**src/rtl/cke_pwr_pkg.sv**
```systemverilog
package cke_pwr_pkg;

  typedef enum logic [2:0] {
    PS_NORMAL  = 3'd0,
    PS_SUSPEND = 3'd1,
    PS_PWRDN   = 3'd2,
    PS_SELFREF = 3'd3,
    PS_EXITWT  = 3'd4
  } pwr_state_e;

endpackage

```
**src/rtl/cke_cmd_class.sv**
```systemverilog
module cke_cmd_class (
  input  logic cs_n,
  input  logic ras_n,
  input  logic cas_n,
  input  logic we_n,
  output logic is_refresh,
  output logic is_quiet
);

  logic is_desel;
  logic is_nop;

  always_comb begin
    is_desel   = cs_n;
    is_nop     = !cs_n && ras_n && cas_n && we_n;
    is_refresh = !cs_n && !ras_n && !cas_n && we_n;
    is_quiet   = is_desel || is_nop;
  end

endmodule

```
**src/rtl/cke_exit_timer.sv**
```systemverilog
module cke_exit_timer #(
  parameter int TRC_CYCLES = 10
) (
  input  logic clk,
  input  logic rst_n,
  input  logic load,
  input  logic run,
  output logic done
);

  localparam int CW = (TRC_CYCLES < 2) ? 1 : $clog2(TRC_CYCLES);
  localparam logic [CW-1:0] LOAD_VAL = CW'(TRC_CYCLES - 1);

  logic [CW-1:0] cnt;

  always_ff @(posedge clk or negedge rst_n) begin
    if (!rst_n) begin
      cnt <= '0;
    end else if (load) begin
      cnt <= LOAD_VAL;
    end else if (run && cnt != '0) begin
      cnt <= cnt - 1'b1;
    end
  end

  assign done = (cnt == '0);

endmodule

```
**src/rtl/cke_state_fsm.sv**
```systemverilog
module cke_state_fsm
  import cke_pwr_pkg::*;
(
  input  logic       clk,
  input  logic       rst_n,
  input  logic       cke_prev,
  input  logic       cke_now,
  input  logic       banks_idle,
  input  logic       is_refresh,
  input  logic       is_quiet,
  input  logic       tmr_done,
  output pwr_state_e state,
  output logic       tmr_load,
  output logic       illegal_q
);

  pwr_state_e nxt;
  logic       bad;
  logic       fall;
  logic       rise;
  logic       both_low;

  always_comb begin
    fall     = cke_prev && !cke_now;
    rise     = !cke_prev && cke_now;
    both_low = !cke_prev && !cke_now;
    nxt      = state;
    bad      = 1'b0;
    tmr_load = 1'b0;
    unique case (state)
      PS_NORMAL: begin
        if (fall) begin
          if (!banks_idle) begin
            nxt = PS_SUSPEND;
          end else if (is_refresh) begin
            nxt = PS_SELFREF;
          end else if (is_quiet) begin
            nxt = PS_PWRDN;
          end else begin
            bad = 1'b1;
          end
        end else if (both_low) begin
          nxt = PS_SUSPEND;
        end
      end
      PS_SUSPEND: begin
        if (cke_now) nxt = PS_NORMAL;
      end
      PS_PWRDN: begin
        if (cke_prev) begin
          bad = 1'b1;
        end else if (rise) begin
          nxt = PS_NORMAL;
        end
      end
      PS_SELFREF: begin
        if (cke_prev) begin
          bad = 1'b1;
        end else if (rise) begin
          if (is_quiet) begin
            nxt      = PS_EXITWT;
            tmr_load = 1'b1;
          end else begin
            bad = 1'b1;
          end
        end
      end
      PS_EXITWT: begin
        if (tmr_done) nxt = PS_NORMAL;
      end
      default: nxt = PS_NORMAL;
    endcase
  end

  always_ff @(posedge clk or negedge rst_n) begin
    if (!rst_n) begin
      state     <= PS_NORMAL;
      illegal_q <= 1'b0;
    end else begin
      state     <= nxt;
      illegal_q <= bad;
    end
  end

endmodule

```
**src/rtl/ddr_cke_pwr_ctrl.sv**
```systemverilog
module ddr_cke_pwr_ctrl
  import cke_pwr_pkg::*;
#(
  parameter int TRC_CYCLES = 10
) (
  input  logic       clk,
  input  logic       rst_n,
  input  logic       cke_prev,
  input  logic       cke_now,
  input  logic       cs_n,
  input  logic       ras_n,
  input  logic       cas_n,
  input  logic       we_n,
  input  logic       banks_idle,
  output logic [2:0] pwr_state,
  output logic       cmd_gate,
  output logic       illegal,
  output logic       sr_ready
);

  logic       is_refresh;
  logic       is_quiet;
  logic       tmr_load;
  logic       tmr_done;
  pwr_state_e state;

  cke_cmd_class u_class (
    .cs_n      (cs_n),
    .ras_n     (ras_n),
    .cas_n     (cas_n),
    .we_n      (we_n),
    .is_refresh(is_refresh),
    .is_quiet  (is_quiet)
  );

  cke_exit_timer #(.TRC_CYCLES(TRC_CYCLES)) u_timer (
    .clk  (clk),
    .rst_n(rst_n),
    .load (tmr_load),
    .run  (state == PS_EXITWT),
    .done (tmr_done)
  );

  cke_state_fsm u_fsm (
    .clk       (clk),
    .rst_n     (rst_n),
    .cke_prev  (cke_prev),
    .cke_now   (cke_now),
    .banks_idle(banks_idle),
    .is_refresh(is_refresh),
    .is_quiet  (is_quiet),
    .tmr_done  (tmr_done),
    .state     (state),
    .tmr_load  (tmr_load),
    .illegal_q (illegal)
  );

  assign pwr_state = state;
  assign cmd_gate  = (state == PS_NORMAL);
  assign sr_ready  = (state != PS_SELFREF) && (state != PS_EXITWT);

endmodule

```
**config.mk**
```make
export PLATFORM = sky130hd
export DESIGN_NAME = ddr_cke_pwr_ctrl
export DESIGN_NICKNAME = d
export VERILOG_FILES = /design/src/rtl/cke_pwr_pkg.sv /design/src/rtl/cke_cmd_class.sv /design/src/rtl/cke_exit_timer.sv /design/src/rtl/cke_state_fsm.sv /design/src/rtl/ddr_cke_pwr_ctrl.sv
export SDC_FILE = /design/constraint.sdc
export NUM_CORES = 1
export LEC_CHECK = 0
export ABC_CLOCK_PERIOD_IN_PS = 4800
export CAP_MARGIN = 10
export CORE_AREA = 3 3 40 42
export CTS_BUF_LIST = sky130_fd_sc_hd__clkbuf_8
export CTS_CLUSTER_SIZE = 12
export DETAILED_ROUTE_END_ITERATION = 8
export DIE_AREA = 0 0 43 45
export PLACE_DENSITY_LB_ADDON = 0.15
export SLEW_MARGIN = 20
export SYNTH_ARGS = -nofsm -noshare
export SYNTH_HDL_FRONTEND = slang
export SYNTH_HIERARCHICAL = 1
export SYNTH_SLANG_ARGS = --single-unit
```
**constraint.sdc**
```tcl
create_clock -name clk -period 4.8 [get_ports clk]
set_clock_uncertainty 0.15 [all_clocks]
set_input_delay 1.2 -clock clk [delete_from_list [all_inputs] [get_ports clk]]
set_output_delay 1.2 -clock clk [all_outputs]
set_load 0.05 [all_outputs]
```
==> results.md, run 1 <==
- TritonCTS clock tree: built
- GPL Wtd Cong: 0.796
- Slowest CP cell: clkdlybuf4s50_1
- Synth Register Bits: 8
- Unrepaired setup endpoints after global routing: no
- Mapped Nets: 65
- DRC violations left: 0
- Dpl cells: 83
- Final Max Slew Viols: 0
- Drt first pass iters: 5
- Root buf cell: clkbuf_8
- # H-tree levels: 1
- Power Total: 0.435 mW
- Total congestion overflow: 0
- Crit path buf inv count: 1
- Post-Route WL: 1080 um
- Setup crit start kind: register
- Setup TNS: 0 ns
- Final min period: 3.23 ns
- Die Y-Extent: approximately 45 um
- Row Count: 13
- Synth Instances: 54
- Sequential share of the synthesized area: 38.2%
- Inserted Diodes: 0
- Syn Area/Cell: 9.71 um2
- Post-Layout Cell Count: 86
- Die W: 43 um
- Initial DRC count: 2
- Fillers: 111
- Global Route Usage Sum: 12.4%
- Crit path DAT: roughly 1.9 ns
- Reg clk slew, reported paths: 0.04 ns
- CTS max path bufs: 2
- Final worst path period share: 67.4%
- Worst Setup End Kind: primary output
- Most frequent cells in the layout: clkdlybuf4s50_1, dfrtp_1, nor2b_1, a21oi_1, nor2_1
- Clock Sinks: 8
- DR WL/cell: 12.6 um
- Global-route wire length before repair: 1780 um
- Final setup fails: 0
- Count of cell types in the netlist: 27
- Die area: 1940 um2
- Initial Utilization: 40.8%
- Setup ws final: roughly 1.6 ns
- Synth-to-Final Area Change: 38.2%
- Static Leak: 0.290 nW
- Fraction of layout cells with a size suffix above 1: 15.5%
- DR vias: 455
- HP Class: reg -> reg
- Cell area after layout: 724 um2
- Largest net degree at the start of global routing: 12
- Number of global-route vias before repair: 445
- Initial antenna violation count: 0
- DPL Wire Length: ~860 um
- Setup Buffers After CTS: 0
- Pre-CTS setup slack: ~1.8 ns
- Util after Layout: a little under three fifths
- Synth Cell Area: 524 um2
- PostCTS Resize Cnt: 0
- Commonest non-fill, non-tap cell in the layout: clkdlybuf4s50_1
- Remaining antenna violation count: 0
- Worst Max-Slew Pin Slew: 0.499 ns
- Peak Freq: 0.309 GHz
- Placed instance area: 683 um2
- Cell chain of the critical path: nor3b_2, a21oi_1, clkdlybuf4s50_1
- Clk Latency, worst-skew pair: around 0.22 ns
- Worst IR Drop VDD: 0.240 mV
- CP delay by family, top: buffers and inverters
- Hold_buf cts: 0
- Power per cell area: 601 nW/um2
- Port Buffers: 14
- Core area: ~1300 um2
- Ys Warns: 6
- Via density: 5.29
- Slew Limit Headroom: 66.6%
- Final hold slack: 0.393 ns
- Status: completed
- Total CTS buffers: 3
- Setup CP Type: reg -> out
- WP data required: ~3.5 ns
- Max_cap viols: 0
- Register Area: around 200 um2
- Nets: 84
- Slowest cell delay on critical path: between 0.8 and 0.9 ns
- Area of the multi-input gates: 317 um2
- Io pins: 15
- Crit path max fanout: 10
- Final hold vios: 0
-- worst paths after layout --
path | from | end | slack [ns] | depth (start not counted)
worst max-delay path | u_fsm/state[2] | sr_ready | 1.57 | 3
worst min-delay path | u_timer/cnt[3] | u_timer/cnt[3] | 0.39 | 1
worst max register to register | u_fsm/state[2] | u_timer/cnt[3] | 2.88 | 3
worst min register to register | u_timer/cnt[3] | u_timer/cnt[3] | 0.39 | 1
max in group asynchronous | rst_n | u_fsm/illegal_q | 3.14 | 1
min in group asynchronous | rst_n | u_fsm/state[2] | 1.10 | 1
-- power by group --
group | switching (mW) | total, mW | internal (mW)
Sequential | 0.0388 | 0.136 | 0.0975
Combinational | 0.130 | 0.222 | 0.0917
Clock | 0.0229 | 0.0769 | 0.0540
Total | 0.192 | 0.435 | 0.243
-- state kept, by name, summed over array words and instances, names as in the netlist --
signal           flops
u_fsm/state          3
u_fsm/illegal_q      1
u_timer/cnt          4
-- cell families after synthesis --
kind of cell | share of synthesized area, %
muxes | 4.06
AOI/OAI and AO/OA | 16.5
and+or+nand+nor | 35.1
adders and majority gates | 4.77
DFF | 38.2
buffers and inverters | 1.43
-- synth_stat cells (all sizes together) --
cell type / count / share of area [%]
nor2: 5 / 3.6
o211ai: 1 / 1.4
mux2i: 1 / 1.9
mux2: 1 / 2.1
or2: 1 / 1.2
nand2b: 1 / 1.2
o21ba: 1 / 1.9
nand2: 2 / 1.4
nor4b: 1 / 2.9
a21oi: 5 / 4.8
dfrtp: 8 / 38
nand3: 1 / 0.95
inv: 2 / 1.4
nand4bb: 1 / 2.1
nor3: 4 / 3.8
nand3b: 1 / 1.4
nor2b: 5 / 6.0
a31o: 1 / 1.7
or3: 1 / 1.2
nor3b: 2 / 4.8
ha: 2 / 4.8
a211o: 1 / 1.7
or4b: 2 / 4.5
o21ai: 3 / 3.6
o21a: 1 / 1.4
-- area by class of cell --
type                    instances  share of cell area, %
repair buffers                 14                   19.3
multi-input cells              44                   43.7
clock buffers                   3                   5.70
inverters                       2                   1.04
flip-flops and latches          8                   27.6
well taps                      15                   2.59
-- routing by layer --
layer  routed length [um]  part of all wire [%]  vias to the layer above  global-route usage [%]
met4                    0                     0                        0                    7.23
li1                     -                     -                      235                       -
met3                   40                   3.7                        0                    2.79
met2                  577                    53                       12                    22.8
met1                  466                    43                      208                    13.1
met5                    0                     0                        -                       0
Note: power is estimated with default switching activity, not from simulation.
==> run 2: changes to the inputs <==
--- a/config.mk
+++ b/config.mk
@@ -5,7 +5,7 @@
 export SDC_FILE = /design/constraint.sdc
 export NUM_CORES = 1
 export LEC_CHECK = 0
-export ABC_CLOCK_PERIOD_IN_PS = 4800
+export ABC_CLOCK_PERIOD_IN_PS = 2700
 export CAP_MARGIN = 10
 export CORE_AREA = 3 3 40 42
 export CTS_BUF_LIST = sky130_fd_sc_hd__clkbuf_8
==> constraint.sdc (replaced) <==
create_clock -name clk -period 2.7 [get_ports clk]
set_clock_uncertainty 0.15 [all_clocks]
set_input_delay 0.675 -clock clk [delete_from_list [all_inputs] [get_ports clk]]
set_output_delay 0.675 -clock clk [all_outputs]
set_load 0.05 [all_outputs]
==> run 2 against run 1 <==
Against the previous run: final area is 3.5% higher; via count is 2.6% higher; total power is 84% higher; clock power is 83% higher; critical path type unchanged.
==> results.md, run 2 (synthesis results as in run 1) <==
- Status: completed
- Via density: 5.19 (-1.9%)
- Final Max Slew Viols: 0 (unchanged)
- Final hold vios: 0 (unchanged)
- Die W: 43 um (unchanged)
- Worst R2R Setup Slack: 0.82 ns (-2.06 ns)
- Power Total: 0.802 mW (+84%)
- Power per cell area: 1070 nW/um2 (+78%)
- Synth-to-Final Area Change: 43.0%
- Clock Sinks: 8 (unchanged)
- Global Route Usage Sum: 13.9% (+1.4 points)
- Static Leak: 0.312 nW (+7.6%)
- DR WL/cell: 12.4 um (-1.4%)
- Worst Max-Slew Pin Slew: 0.497 ns (-0.00159 ns)
- Unrepaired setup endpoints after global routing: no
- WHS Path Cells: 1 (unchanged)
- PostCTS Resize Cnt: 0 (unchanged)
- Number of flip-flops in the largest register: 4 (unchanged)
- Setup crit start kind: register
- Die area: 1940 um2 (unchanged)
- Inserted Diodes: 0 (unchanged)
- Reg clk slew, reported paths: 0.04 ns (about the same)
- Top reg by flops: u_timer/cnt
- Die Y-Extent: 45 um (unchanged)
- Largest regs: u_timer/cnt x4, u_fsm/state x3, u_fsm/illegal_q x1
- Slowest cell delay on critical path: 0.82 ns (about the same)
- DPL Wire Length: 909 um (+5.4%)
- WP data required: 1.88 ns (-1.57 ns)
- DR vias: 467 (+2.6%)
- Setup TNS: 0 ns (unchanged)
- Post-Route WL: 1120 um (+3.1%)
- Final setup fails: 0 (unchanged)
- # H-tree levels: 1 (unchanged)
- Total CTS buffers: 3 (unchanged)
- Global-route wire length before repair: 1970 um (+10%)
- Cell chain of the critical path: clkdlybuf4s50_1
- Nets: 88 (+4.8%)
- Remaining antenna violation count: 0 (unchanged)
- Reg2Reg Depth: 4 (+1)
- Hold Path Sink: u_timer/cnt[3]
- Fraction of layout cells with a size suffix above 1: 22.7% (+7.2 points)
- Final min period: 2.24 ns
- Row Count: 13 (unchanged)
- Core area: 1280 um2 (unchanged)
- Crit path max fanout: 2 (-8)
- Setup Buffers After CTS: 0 (unchanged)
- Area of the multi-input gates: 317 um2 (unchanged)
- Peak Freq: around 0.45 GHz
- Max_cap viols: 0 (unchanged)
- CTS max path bufs: 2 (unchanged)
- Worst IR Drop VDD: 0.678 mV (+180%)
- Reg-to-reg startpoint: u_fsm/state[1]
- Drt first pass iters: 4 (-1)
- Slowest CP cell: clkdlybuf4s50_1
- Reg-to-reg critical path endpoint: u_timer/cnt[3]
- CP delay by family, top: buffers and inverters
- Crit path buf inv count: 1 (unchanged)
- Setup CP Type: reg -> out
- Crit path DAT: 1.41 ns (-0.47 ns)
- Largest net degree at the start of global routing: 11 (-1)
- Register Area: 200 um2 (unchanged)
- TritonCTS clock tree: built
- Clk Latency, worst-skew pair: 0.22 ns (about the same)
- Worst Setup End Kind: primary output
- Initial Utilization: 40.8% (unchanged)
- HP Class: reg -> reg
- Root buf cell: clkbuf_8
- Io pins: 15 (unchanged)
- GPL Wtd Cong: 0.846 (+6.3%)
- Number of global-route vias before repair: 478 (+7.4%)
- Fillers: 126 (+14%)
- Initial antenna violation count: 0 (unchanged)
- Final worst path period share: 82.9%
- Hold_buf cts: 0 (unchanged)
- Port Buffers: 14 (unchanged)
- Slew Limit Headroom: 66.7% (+0.11 points)
- Commonest non-fill, non-tap cell in the layout: clkdlybuf4s50_1
- DRC violations left: 0 (unchanged)
- Total congestion overflow: 0 (unchanged)
- Most frequent cells in the layout: clkdlybuf4s50_1, dfrtp_1, buf_4
- Initial DRC count: 6 (+4)
- Hold Path Origin: u_timer/cnt[3]
[run 2: cell type report]
class                   instances  share of cell area (%)
clock buffers                   3                    5.51
flip-flops and latches          8                    26.7
repair buffers                 18                    22.0
multi-input cells              44                    42.2
well taps                      15                    2.50
inverters                       2                    1.00
[run 2: power breakdown]
group | switching, mW | total (mW) | internal (mW) | leakage (nW)
clock network | 0.0442 | 0.141 | 0.0963 | 0.0216
registers | 0.0343 | 0.208 | 0.174 | 0.0983
logic | 0.274 | 0.454 | 0.180 | 0.192
total | 0.353 | 0.802 | 0.450 | 0.312
[run 2: stage by stage]
step	hold WS [ns]	worst slack (ns)	util (%)	cells	instance area, um2
floorplan	0.229	0.0653	-	54	524
global placement	0.388	0.445	55.1	87	708
detailed placement	0.385	0.414	55.1	87	708
CTS	0.393	0.461	58.3	90	749
global route	0.429	0.434	58.3	90	749
finish	0.386	0.461	58.3	90	749
[run 2: worst max-delay path by stage]
| stage | start | end | slack (ns) | depth (start not counted) |
|---|---|---|---|---|
| detailed placement | cas_n | u_timer/cnt[1] | 0.41 | 6 |
| global placement | cas_n | u_timer/cnt[1] | 0.45 | 6 |
| CTS | u_fsm/state[2] | pwr_state[2] | 0.46 | 1 |
| finish | u_fsm/state[2] | pwr_state[2] | 0.46 | 1 |
| global route | u_fsm/state[2] | pwr_state[2] | 0.43 | 1 |
| floorplan | u_fsm/state[0] | cmd_gate | 0.07 | 1 |
[run 2: routing by layer]
layer / global-route usage [%] / vias up / share of wire, %
met3: 3.19 / 0 / 4.7
met4: 7.23 / 0 / 0
met1: 15.1 / 214 / 44
met2: 25.1 / 13 / 51
met5: 0 / - / 0
li1: - / 240 / -
